**src/rtl/fma_exp_pkg.sv**
```systemverilog
package fma_exp_pkg;
  localparam int unsigned FEW = 8;          // result exponent field width
  localparam int unsigned XW  = FEW + 2;    // internal two's-complement width
  localparam int unsigned LZW = 6;          // leading-zero count width
  localparam int unsigned NCAND = 2;        // outcomes, one per anticipator error value

  typedef struct packed {
    logic [FEW-1:0] exp;
    logic           zero;
    logic           max;
    logic           norm;
    logic           flag;
  } fin_sel_t;
endpackage

```
**src/rtl/fma_exp_compound.sv**
```systemverilog
module fma_exp_compound
  import fma_exp_pkg::*;
(
  input  logic [XW-1:0] term_a,
  input  logic [XW-1:0] term_b,
  input  logic [XW-1:0] term_c,
  output logic [XW-1:0] sum0,
  output logic [XW-1:0] sum1,
  output logic [XW-1:0] sum2
);
  logic [XW-1:0] csa_s;
  logic [XW-1:0] csa_c;

  // 3:2 reduction into carry-save form
  always_comb begin
    csa_s = term_a ^ term_b ^ term_c;
    csa_c = {((term_a[XW-2:0] & term_b[XW-2:0]) |
              (term_a[XW-2:0] & term_c[XW-2:0]) |
              (term_b[XW-2:0] & term_c[XW-2:0])), 1'b0};
  end

  // compound adder: sum, sum+1, sum+2
  always_comb begin
    sum0 = csa_s + csa_c;
    sum1 = csa_s + csa_c + XW'(1);
    sum2 = csa_s + csa_c + XW'(2);
  end
endmodule

```
**src/rtl/fma_exp_outcome.sv**
```systemverilog
module fma_exp_outcome
  import fma_exp_pkg::*;
(
  input  logic [XW-1:0]  base_inc,   // candidate base + 1 (absorbs +1 of two's complement)
  input  logic [XW-1:0]  base_dec,   // candidate base     (gives exponent − 1)
  input  logic [LZW-1:0] lz,
  input  logic           frac_zero,
  input  logic           special_zero,
  output fin_sel_t       sel
);
  logic [XW-1:0] lz_inv;
  logic [XW-1:0] exp_c;
  logic [XW-1:0] exp_m1;
  logic          ovf;
  logic          unf;
  logic          zero_cause;
  logic          top_binade;

  always_comb begin
    lz_inv     = ~{{(XW-LZW){1'b0}}, lz};
    exp_c      = base_inc + lz_inv;      // base - lz
    exp_m1     = base_dec + lz_inv;      // base - lz - 1
    ovf        = (exp_c[XW-1:XW-2] == 2'b01);
    unf        = exp_m1[XW-1];
    zero_cause = frac_zero | special_zero;
    top_binade = (exp_c[XW-1:XW-2] == 2'b00) && (&exp_c[FEW-1:0]);

    sel.zero = unf | zero_cause;
    sel.max  = ovf & ~sel.zero;
    sel.norm = ~ovf & ~sel.zero;
    if (sel.zero)      sel.exp = '0;
    else if (ovf)      sel.exp = '1;
    else               sel.exp = exp_c[FEW-1:0];
    sel.flag = (unf & ~zero_cause) | (sel.norm & top_binade);
  end
endmodule

```
**src/rtl/fma_exp_finalizer.sv**
```systemverilog
module fma_exp_finalizer
  import fma_exp_pkg::*;
(
  input  logic           clk,
  input  logic           rst_n,
  input  logic [XW-1:0]  exp_x,
  input  logic [XW-1:0]  exp_y,
  input  logic [XW-1:0]  exp_z,
  input  logic [LZW-1:0] lz,
  input  logic           lza_err,
  input  logic           frac_zero,
  input  logic           special_zero,
  output logic [FEW-1:0] res_exp,
  output logic           sel_zero,
  output logic           sel_max,
  output logic           sel_norm,
  output logic           range_flag
);
  logic          rst_meta;
  logic          rst_q;
  logic [XW-1:0] e_sum [NCAND+1];
  fin_sel_t      outc  [NCAND];
  fin_sel_t      pick_d;
  fin_sel_t      pick_q;

  // reset asserted asynchronously, released on the clock
  always_ff @(posedge clk or negedge rst_n) begin
    if (!rst_n) begin
      rst_meta <= 1'b0;
      rst_q    <= 1'b0;
    end else begin
      rst_meta <= 1'b1;
      rst_q    <= rst_meta;
    end
  end

  fma_exp_compound u_compound (
    .term_a (exp_x),
    .term_b (exp_y),
    .term_c (exp_z),
    .sum0   (e_sum[0]),
    .sum1   (e_sum[1]),
    .sum2   (e_sum[2])
  );

  // one complete outcome per anticipator error value
  for (genvar k = 0; k < NCAND; k++) begin : g_outc
    fma_exp_outcome u_outc (
      .base_inc     (e_sum[k+1]),
      .base_dec     (e_sum[k]),
      .lz           (lz),
      .frac_zero    (frac_zero),
      .special_zero (special_zero),
      .sel          (outc[k])
    );
  end

  // late selection ahead of the register
  always_comb begin
    pick_d = lza_err ? outc[1] : outc[0];
  end

  always_ff @(posedge clk or negedge rst_q) begin
    if (!rst_q) pick_q <= '0;
    else        pick_q <= pick_d;
  end

  assign res_exp    = pick_q.exp;
  assign sel_zero   = pick_q.zero;
  assign sel_max    = pick_q.max;
  assign sel_norm   = pick_q.norm;
  assign range_flag = pick_q.flag;
endmodule

```
**config.mk**
```make
export PLATFORM = sky130hd
export DESIGN_NAME = fma_exp_finalizer
export DESIGN_NICKNAME = d
export VERILOG_FILES = /design/src/rtl/fma_exp_pkg.sv /design/src/rtl/fma_exp_compound.sv /design/src/rtl/fma_exp_outcome.sv /design/src/rtl/fma_exp_finalizer.sv
export SDC_FILE = /design/constraint.sdc
export NUM_CORES = 1
export LEC_CHECK = 0
export ABC_AREA = 1
export CAP_MARGIN = 25
export CORE_AREA = 3 3 58 101
export CTS_CLUSTER_SIZE = 25
export DETAILED_ROUTE_END_ITERATION = 8
export DIE_AREA = 0 0 61 104
export PLACE_DENSITY = 0.87
export SYNTH_ARGS = -nofsm -noshare
export SYNTH_HDL_FRONTEND = slang
export SYNTH_SLANG_ARGS = --single-unit
```
**constraint.sdc**
```tcl
create_clock -name clk -period 0.9 [get_ports clk]
set_input_delay 0.09 -clock clk [delete_from_list [all_inputs] [get_ports clk]]
set_output_delay 0.09 -clock clk [all_outputs]
set_load 0.01 [all_outputs]
```
==> flow_summary_export.csv <==
group,metric,value,unit
floorplanning,effective_utilization_at_floorplan,48.5,%
critical_path,arrival,3450,ps
power_and_ir_drop,cellLeakagePower,2.29,nW
yosys,synth.ff_latch_count,14,
placement,place.detailed.instances,543,
placement,gp_congestion,0.914,
outcome,status,"finished with violations",
clock_tree,cts.htree.levels,1,
cells_and_area,area_delta_synth_final,68.9,%
clock_tree,clk_latency,250,ps
timing,setup_slack,-2420,ps
critical_path,crit_fanout,5,
route,detail_route.iter0.violations,154,
min_path,worst_hold_path_type,"in2async",
yosys,mappedNetlistNets,449,
floorplanning,die_h,104,um
clock_tree,clkSinkCount,14,
clock_tree,cts_tree,"done",
floorplanning,horizontal_die_dimension,61,um
placement,place.detailed.hpwl,6.14,mm
route,routedWlPerCell,17.9,um
grt,global_route.usage.total,28.1,%
yosys,proportion_of_synthesized_chip_area_in_sequential_cells,13.9,%
grt,first_global_vias,3275,
timing,finalClockSkew,2.79,ps
grt,grt_overflow,0,
job,drv.max_cap_violation_count,0,
route,post_drt_via_cell_ratio,5.58,
yosys,synth-warning-count,0,
cells_and_area,final.fill_count,285,
yosys,synth_top_flop_cell,"dfrtp_1",
cells_and_area,nNetsFinal,594,
timing,post-route-period-util,368,%
timing,final-setup-viol-count,12,
yosys,netlist_instances,365,
route,detail-route-antenna-nets,0,
grt,grt_antenna_before_repair,0,
clock_tree,cts_hold_repair.buffers,0,
power_and_ir_drop,irDropWorstVdd,1.34,mV
grt,grt_pass1_wl,13.8,mm
yosys,synth_enable_flop_cells,0,
critical_path,start_kind,"primary input",
cells_and_area,layout-drive-gt1-share,45.5,%
floorplanning,row_count,35,
timing,final-hold-violation-count,0,
critical_path,path_class,"in2reg",
power_and_ir_drop,power.density,2780,nW/um^2
route,detail_route.drc_violations,0,
floorplanning,floorplan.die_area,6340,um^2
clock_tree,cts-root-buf,"clkbuf_8",
clock_tree,cts.path.max_buffers,2,
route,firstDrtPassIters,5,
timing,fmax,302,MHz
floorplanning,top_level_ports,53,
yosys,ys_types,33,
outcome,failed_checks,"setup timing",
clock_tree,worst_setup_hold_path_clk_slew,50,ps
grt,largest_net_degree_at_the_start_of_global_routing,13,
critical_path,timing.critical_path.required,1030,ps
placement,port_buffers,52,
route,via_count,3141,
clock_tree,cts_inserted_buffers,3,
yosys,ys_async_sr_fraction,100,%
floorplanning,coreArea,5210,um^2
critical_path,worstSetupEndpointType,"flip-flop",
cells_and_area,antenna_cells_inserted,0,
timing,min_period,3320,ps
route,routed_wirelength,10.1,mm
cells_and_area,stdcell_count,563,
timing,slew_viol_final,0,
timing,finalSetupTns,-28200,ps
timing,setup_repair_after_global_routing_missed_its_margin,"true",
yosys,synth.cell_area,2530,um^2
yosys,postSynthAreaPerCell,6.92,um^2
==> kinds of logic (layout without fill, tap and decap cells) <==
logic type	Yosys count	in the layout	synth area share (%)
buf+inv	80	222	12.0
fa+ha+maj	43	43	25.7
compound gates	16	16	3.52
flops	14	14	13.9
simple gates	196	197	38.5
xor+xnor	15	15	6.24
other cells	1	1	0.148
==> per-layer routing <==
metal / track usage (%) / wire length [um] / part of all wire [%]
met1: 23.4 / 3050 / 30
met2: 54.0 / 5820 / 58
met3: 3.23 / 333 / 3.3
met4: 20.9 / 853 / 8.5
met5: 0 / 0 / 0
==> worst max-delay path, stage by stage <==
cell and delay (ps):
dlygate4sd2_1 220, inv_1 60, fa_1 500, inv_2 50
ha_4 310, nand3_4 80, nand3_4 120, xor2_4 250
inv_1 110, fa_2 620, o21ai_2 100, nand2_1 80
o211ai_1 100, nand3b_1 310, nand3_4 210, nand2_1 70
nand4_1 80, nand2_1 60
==> path summary, 6_finish.rpt <==
| check | startpoint | endpoint | slack [ps] | cells after the start |
|---|---|---|---|---|
| setup / recovery | exp_y[3] | res_exp[6] | -2420 | 18 |
| hold / removal | rst_n | rst_meta | 7 | 1 |
| setup reg to reg | rst_q | res_exp[1] | 400 | 0 |
| hold reg to reg | rst_q | res_exp[4] | 180 | 0 |
| max in group asynchronous | rst_q | res_exp[1] | 400 | 0 |
| min in group clk | rst_meta | rst_q | 360 | 0 |
==> per-stage QoR <==
| stage | power, mW | cell area [um^2] | utilization [%] | setup slack (ps) | hold WS [ps] |
|---|---|---|---|---|---|
| 2_1_floorplan | 5.38 | 2590 | - | -2170 | -206 |
| 3_3_place_gp | 8.40 | 3710 | 71.3 | -2810 | 186 |
| 3_5_place_dp | 8.71 | 3710 | 71.3 | -2900 | 195 |
| 4_1_cts | 10.3 | 3960 | 76.0 | -2300 | 8.13 |
| 5_1_grt | 12.7 | 4270 | 81.9 | -2580 | 9.11 |
| 6_report | 11.9 | 4270 | 81.9 | -2420 | 6.96 |
==> where the power goes <==
group	switching, mW	leakage [nW]	internal [mW]
combinational	5.69	2.09	4.89
sequential	0.0359	0.183	0.749
clock	0.208	0.0216	0.296
total	5.93	2.29	5.94
==> registers in the layout (all words and copies together) (netlist names) <==
register,flops
sel_zero,1
rst_meta,1
range_flag,1
sel_norm,1
sel_max,1
rst_q,1
res_exp,8
==> layout make-up <==
class / count / area [um^2] / area share, %
Multi-Input combinational cell: 272 / 2370 / 55.6
Timing Repair Buffer: 140 / 1130 / 26.5
Sequential cell: 14 / 350 / 8.21
Inverter: 79 / 307 / 7.18
Tap cell: 55 / 68.8 / 1.61
Clock buffer: 3 / 41.3 / 0.967
==> synth_stat cells (2+ instances only) <==
cell type | number | area share, %
a21oi_1 | 8 | 1.6
and2_1 | 2 | 0.49
dfrtp_1 | 14 | 14
fa_1 | 15 | 12
ha_1 | 28 | 14
inv_1 | 77 | 11
nand2_1 | 100 | 15
nand2_2 | 7 | 1.7
nand2_4 | 4 | 1.8
nand3_1 | 30 | 5.9
nand3_2 | 4 | 1.6
nand3b_1 | 3 | 0.89
nand4_1 | 15 | 3.7
nand4_2 | 2 | 0.99
nor2_1 | 19 | 2.8
nor2_4 | 2 | 0.89
nor3_1 | 4 | 0.79
o21ai_0 | 5 | 0.99
xnor2_1 | 4 | 1.4
xor2_1 | 9 | 3.1
==> repair_timing <==
action | in CTS | in global routing
endpoints found under the hold margin | 0 | 0
endpoints found under the setup margin | 24 | 12
setup buffers | 10 | 6
gates resized for setup | 131 | 65
gates cloned | 1 | 0
pin swaps | 54 | 46
==> placed cells by master, fill, tap and decap left out, types with 3 or more instances in the layout <==
cell type / n
nand2_2: 21
inv_2: 22
dlygate4sd2_1: 7
nor3_2: 4
ha_1: 14
nand2_4: 11
dlymetal6s2s_1: 6
xor2_2: 3
nor2_1: 13
nor2_2: 5
inv_4: 4
clkbuf_8: 3
buf_2: 13
fa_2: 6
nand2_1: 79
nand3_1: 23
fa_1: 9
buf_4: 84
inv_1: 52
a21oi_2: 4
dfrtp_1: 14
nand4_1: 15
clkdlybuf4s15_1: 3
ha_4: 13
clkdlybuf4s50_1: 19
nand3_4: 7
xor2_1: 6
nand3b_1: 3
a21oi_1: 3
nor2_4: 3
buf_6: 6
nand3_2: 6
No activity file was read; power rests on OpenSTA's default activity.
